## src/rtl/rbr_pkg.sv

```systemverilog
package rbr_pkg;
    localparam int BASE_CYCLES = 2;
    localparam int MAX_CYCLES  = BASE_CYCLES + 2;
    localparam int CNT_W       = $clog2(MAX_CYCLES + 1);

    typedef enum logic [1:0] {
        FLG_NEG = 2'b00,
        FLG_OVF = 2'b01,
        FLG_CRY = 2'b10,
        FLG_ZRO = 2'b11
    } flag_pick_e;

    typedef enum logic {
        ST_IDLE  = 1'b0,
        ST_STALL = 1'b1
    } stall_state_e;
endpackage

```

## src/rtl/rbr_cond_eval.sv

```systemverilog
module rbr_cond_eval #(
    parameter int NFLAGS = 4
) (
    input  logic [3:0]        sel,
    input  logic [NFLAGS-1:0] flags,
    output logic              take
);
    localparam int NCOND = 2 * NFLAGS;

    // condition table, one entry per (flag, polarity) pair
    logic [NCOND-1:0] hit;

    genvar g;
    generate
        for (g = 0; g < NFLAGS; g++) begin : g_flag
            assign hit[2*g]     = ~flags[NFLAGS-1-g];
            assign hit[2*g + 1] =  flags[NFLAGS-1-g];
        end
    endgenerate

    always_comb begin
        take = hit[{sel[3:2], sel[1]}];
    end
endmodule

```

## src/rtl/rbr_target_calc.sv

```systemverilog
module rbr_target_calc
    import rbr_pkg::*;
#(
    parameter int PC_W      = 16,
    parameter int OFF_W     = 8,
    parameter int PAGE_BITS = 8
) (
    input  logic [PC_W-1:0]  pc_in,
    input  logic [OFF_W-1:0] offset,
    input  logic             take,
    output logic [PC_W-1:0]  next_pc,
    output logic [CNT_W-1:0] cycles
);
    localparam int EXT_W = PC_W - OFF_W;

    logic [PC_W-1:0] disp;
    logic [PC_W-1:0] target;
    logic            crossed;

    always_comb begin
        disp    = {{EXT_W{offset[OFF_W-1]}}, offset};
        target  = pc_in + disp;                          // width wraps
        crossed = target[PC_W-1:PAGE_BITS] != pc_in[PC_W-1:PAGE_BITS];
        if (!take) begin
            next_pc = pc_in;
            cycles  = CNT_W'(BASE_CYCLES);
        end else if (crossed) begin
            next_pc = target;
            cycles  = CNT_W'(BASE_CYCLES + 2);
        end else begin
            next_pc = target;
            cycles  = CNT_W'(BASE_CYCLES + 1);
        end
    end
endmodule

```

## src/rtl/rbr_stall_fsm.sv

```systemverilog
module rbr_stall_fsm
    import rbr_pkg::*;
(
    input  logic             clk,
    input  logic             rst_n,
    input  logic             start,
    input  logic [CNT_W-1:0] load_cycles,
    output logic             ready,
    output logic             accept
);
    stall_state_e     state, state_nx;
    logic [CNT_W-1:0] cnt, cnt_nx;

    always_comb begin
        state_nx = state;
        cnt_nx   = cnt;
        unique case (state)
            ST_IDLE: begin
                if (start) begin
                    state_nx = ST_STALL;
                    cnt_nx   = load_cycles;
                end
            end
            ST_STALL: begin
                cnt_nx = cnt - 1'b1;
                if (cnt == CNT_W'(1)) begin
                    state_nx = ST_IDLE;
                end
            end
            default: begin
                state_nx = ST_IDLE;
                cnt_nx   = '0;
            end
        endcase
    end

    always_ff @(posedge clk) begin
        if (!rst_n) begin
            state <= ST_IDLE;
            cnt   <= '0;
        end else begin
            state <= state_nx;
            cnt   <= cnt_nx;
        end
    end

    always_comb begin
        ready  = (state == ST_IDLE);
        accept = (state == ST_IDLE) && start;
    end

    p_stall_nonzero_r8: assert property (@(posedge clk) disable iff (!rst_n)
        (state == ST_STALL) |-> (cnt != '0));
    p_accept_load_r8: assert property (@(posedge clk) disable iff (!rst_n)
        accept |=> (cnt == $past(load_cycles)) && !ready);
    p_count_down_r8: assert property (@(posedge clk) disable iff (!rst_n)
        (state == ST_STALL && cnt > CNT_W'(1)) |=> (state == ST_STALL) && (cnt == $past(cnt) - 1'b1));
    p_release_r8: assert property (@(posedge clk) disable iff (!rst_n)
        (state == ST_STALL && cnt == CNT_W'(1)) |=> ready);
endmodule

```

## src/rtl/rel_branch_resolver.sv

```systemverilog
module rel_branch_resolver
    import rbr_pkg::*;
#(
    parameter int PC_W      = 16,
    parameter int OFF_W     = 8,
    parameter int PAGE_BITS = 8
) (
    input  logic             clk,
    input  logic             rst_n,
    input  logic             start,
    input  logic [3:0]       sel,
    input  logic [3:0]       flags,
    input  logic [PC_W-1:0]  pc_in,
    input  logic [OFF_W-1:0] offset,
    output logic             ready,
    output logic             taken,
    output logic [PC_W-1:0]  next_pc,
    output logic [CNT_W-1:0] cycles
);
    logic             take_c;
    logic [PC_W-1:0]  npc_c;
    logic [CNT_W-1:0] cyc_c;
    logic             accept;

    rbr_cond_eval #(.NFLAGS(4)) i_cond (
        .sel   (sel),
        .flags (flags),
        .take  (take_c)
    );

    rbr_target_calc #(.PC_W(PC_W), .OFF_W(OFF_W), .PAGE_BITS(PAGE_BITS)) i_calc (
        .pc_in   (pc_in),
        .offset  (offset),
        .take    (take_c),
        .next_pc (npc_c),
        .cycles  (cyc_c)
    );

    rbr_stall_fsm i_fsm (
        .clk         (clk),
        .rst_n       (rst_n),
        .start       (start),
        .load_cycles (cyc_c),
        .ready       (ready),
        .accept      (accept)
    );

    always_ff @(posedge clk) begin
        if (!rst_n) begin
            taken   <= 1'b0;
            next_pc <= '0;
            cycles  <= '0;
        end else if (accept) begin
            taken   <= take_c;
            next_pc <= npc_c;
            cycles  <= cyc_c;
        end
    end

    p_not_taken_r3: assert property (@(posedge clk) disable iff (!rst_n)
        (accept && !take_c) |=> (next_pc == $past(pc_in)) && (cycles == CNT_W'(BASE_CYCLES)) && !taken);
    p_taken_cost_r4: assert property (@(posedge clk) disable iff (!rst_n)
        (accept && take_c) |=> taken && (cycles > CNT_W'(BASE_CYCLES)));
    p_busy_hold_r9: assert property (@(posedge clk) disable iff (!rst_n)
        !ready |=> $stable(next_pc) && $stable(cycles) && $stable(taken));
    p_idle_hold_r10: assert property (@(posedge clk) disable iff (!rst_n)
        (ready && !start) |=> $stable(next_pc) && $stable(cycles));
endmodule

```

## config.mk

```make
export PLATFORM = sky130hd
export DESIGN_NAME = rel_branch_resolver
export DESIGN_NICKNAME = d
export VERILOG_FILES = /design/src/rtl/rbr_pkg.sv /design/src/rtl/rbr_cond_eval.sv /design/src/rtl/rbr_target_calc.sv /design/src/rtl/rbr_stall_fsm.sv /design/src/rtl/rel_branch_resolver.sv
export SDC_FILE = /design/constraint.sdc
export NUM_CORES = 1
export LEC_CHECK = 0
export BUFFER_PORTS_ARGS = -buffer_cell sky130_fd_sc_hd__buf_4
export CAP_MARGIN = 20
export CORE_MARGIN = 2
export CORE_UTILIZATION = 45
export DETAILED_ROUTE_END_ITERATION = 16
export GPL_TIMING_DRIVEN = 0
export PLACE_DENSITY = 0.8
export SLEW_MARGIN = 0
export SYNTH_ARGS = -nofsm -noshare
export SYNTH_HDL_FRONTEND = slang
export SYNTH_SLANG_ARGS = --single-unit
```

## constraint.sdc

```tcl
create_clock -name clk -period 3.85 [get_ports clk]
set_input_delay 0.385 -clock clk [delete_from_list [all_inputs] [get_ports clk]]
set_output_delay 0.385 -clock clk [all_outputs]
set_load 0.02 [all_outputs]
```

==> impl_metrics.toml <==
[clock_tree]
cts_setup_buffers = 0
cts_buffer_depth = 2
cts.sinks = 24
cts_tree = "done"
numCtsBuffers = 3
cts_repair_resize_count = 0
clock_latency_ps = 270
path_clk_slew_ps = 90
cts_hold_buf = 0
htreeDepth = 1
cts-root-buf = "clkbuf_8"

[worst_setup_path]
critPathArrivalTime_ps = 3010
path_max_fanout = 6
worstSetupPathType = "input port to flop"
r2r_start = "i_fsm.state$_SDFF_PN0_"
endpoint_kind = "flop"
cp_data_required_time_ps = 3990
start_kind = "input port"
r2r_slack_ps = 2050
crit_start = "offset[0]"

[cells_and_area]
fill_cells = 391
regArea_sq_um = 480
syn2layout_area_growth_pct = 27.0
final_area_sq_um = 2550
multi_input_area_sq_um = 1440
num_antenna_cells = 0
drive_gt1_share_pct = 24.3
nets = 354

[drt]
vias = 1962
initialDrtViolationCount = 86
wl_per_cell_um = 13.8
routed_via_density = 5.57
dr.pass1.iters = 4
antenna_left = 0
drt_wl_total_um = 4860
drcViolationCount = 0

[yosys]
synth_top_area_share_pct = 24.0
ys_warn_count = 0
ys_types = 46
synth-main-ff-cell = "dfxtp_1"
yosys.area.top_type = "dfxtp_1"
postSynthAreaPerCell_sq_um = 8.29
synth_area_sq_um = 2010
synth_nets = 295
synth_enable_flop_cells = 0
yosys-top-cells-area = "dfxtp_1 (24%), ha_1 (11%), mux2i_1 (8.0%)"
synthArstFlopShare_pct = 0
synthCells = 242
ys_seq_area_share_pct = 24.0
synth_seq_cells = 24

[sta]
fmax_mhz = 348
rsz0062_at_grt = "no"
tightest_slew_ps = 652
setup-violations-final = 0
min_period_ps = 2870
setup_slack_ps = 979
slew_headroom_pct = 56.3
finalCritPeriodShare_pct = 74.6
hold_viol_final = 0
final_max_slew_viol_count = 0
finClkSkew_ps = 3.69
final.setup.tns_ps = 0

[pwr]
power_leakage_nw = 1.16
switching_share_pct = 34.8
pwr-share-comb_pct = 43.2
p_int_mw = 0.581
pwr-share-seq_pct = 32.0
power_density_nw_per_um2 = 350
total_power_mw = 0.891
p_switching_mw = 0.310
clkPwrFrac_pct = 24.9
peakVddDrop_v = 0.000145

[global_route]
grt_pass1_wl_um = 8010
grtUsageMet3_pct = 1.99
grt_use_met1_pct = 25.5
grt_max_degree = 15
overflow = 0
grt_use_met2_pct = 33.6
antenna_found_initial = 0
top_usage_layer = "met2"
grt_util_all_layers_pct = 19.5
grt_pass1_vias = 1818

[place]
detailed_place_hpwl_um = 3880
globalplace.congestion = 0.936
post-place-ws_ps = 693
portBuffers = 54
placed_area_sq_um = 2480

[run_status]
outcome = "finished clean"

[die]
start_util_pct = 46.4
coreArea_sq_um = 4320
num_rows = 24
ioPinCount = 56
die_h_um = 70.8
dieArea_sq_um = 5010
die_x_um = 70.8

[min_path]
hold_path.startpoint = "start"
min_path_type = "input port to flop"

[job]
maxCapViolCount = 0
-- sequential cells by signal, summed over array words and instances, names as in the netlist --
register	flops
i_fsm.state	1
next_pc	16
taken	1
cycles	3
i_fsm.cnt	3
-- worst paths after layout --
path	cells past startpoint	end
hold reg to reg	2	next_pc[2]$_SDFFE_PN0P_
hold / removal	3	i_fsm.state$_SDFF_PN0_
setup / recovery	10	cycles[2]$_SDFFE_PN0P_
setup reg to reg	5	next_pc[9]$_SDFFE_PN0P_
-- cells by family after synthesis --
group / Yosys count / share of synthesized area, %
compound gates: 73 / 24.0
simple gates: 67 / 16.2
mux: 18 / 9.67
fa+ha+maj: 18 / 11.6
xor+xnor: 21 / 10.3
flops: 24 / 24.0
buf+inv: 21 / 4.30
-- placed cells by master, fill, tap and decap left out, types with 3 or more instances in the layout --
master    netlist  layout
clkbuf_1        7       7
nand2_1        18      18
a21oi_1        22      22
ha_1           17      17
mux2i_1        16      16
xor2_1         10      10
clkbuf_8        0       3
nand3_1         9       9
and3_1          3       3
o21bai_1        3       3
buf_4           0      54
a211oi_1       12      12
nor3_1          6       6
nor2_1         23      23
buf_2           6       6
dfxtp_1        24      24
xnor2_1         9       9
o21ai_0        14      14
inv_1           8       8
-- critical path: stages --
cell and delay, ps:
buf_4 110, ha_1 230, fa_1 410, a21oi_1 230, o2111ai_2 230, o311a_1 420, xor2_1 150, or3_4 380
nor4_4 310, a311oi_1 160
-- synthesized netlist by cell type, drive strengths merged, types with 3 or more instances --
cell type	count
a21oi	24
dfxtp	24
nor2	23
nand2	18
ha	17
mux2i	16
o21ai	16
a211oi	12
xnor2	10
xor2	10
nand3	9
inv	8
clkbuf	7
buf	6
nor3	6
and3	3
o21bai	3
-- routing by layer --
metal	share of wire [%]	wire, um
met2	50	2440
met3	3.9	190
met4	1.3	61
met1	45	2170
met5	0	0
-- power by group through the flow --
stage,sequential (mW),clock [mW],combinational (mW)
after global routing,0.288,0.234,0.425
after detailed placement,0.290,0,0.383
final,0.285,0.221,0.385
after floorplan,0.312,0,0.245
after global placement,0.290,0,0.376
after CTS,0.285,0.225,0.385
-- metrics by stage --
step | cells | util, % | hold WS, ps
5_1_grt | 352 | 58.9 | 444
3_5_place_dp | 348 | 57.3 | 451
4_1_cts | 352 | 58.9 | 431
6_report | 352 | 58.9 | 427
2_1_floorplan | 242 | - | 505
3_3_place_gp | 348 | 57.3 | 442
-- area by class of cell --
type | instances | share of cell area [%]
plain buffers | 13 | 2.21
clock buffers | 3 | 1.62
clock inverters | 1 | 1.18
inverters | 8 | 1.18
multi-input cells | 197 | 56.5
flip-flops and latches | 24 | 18.9
well taps | 52 | 2.55
repair buffers | 54 | 15.9
(Power assumes the default switching activity.)
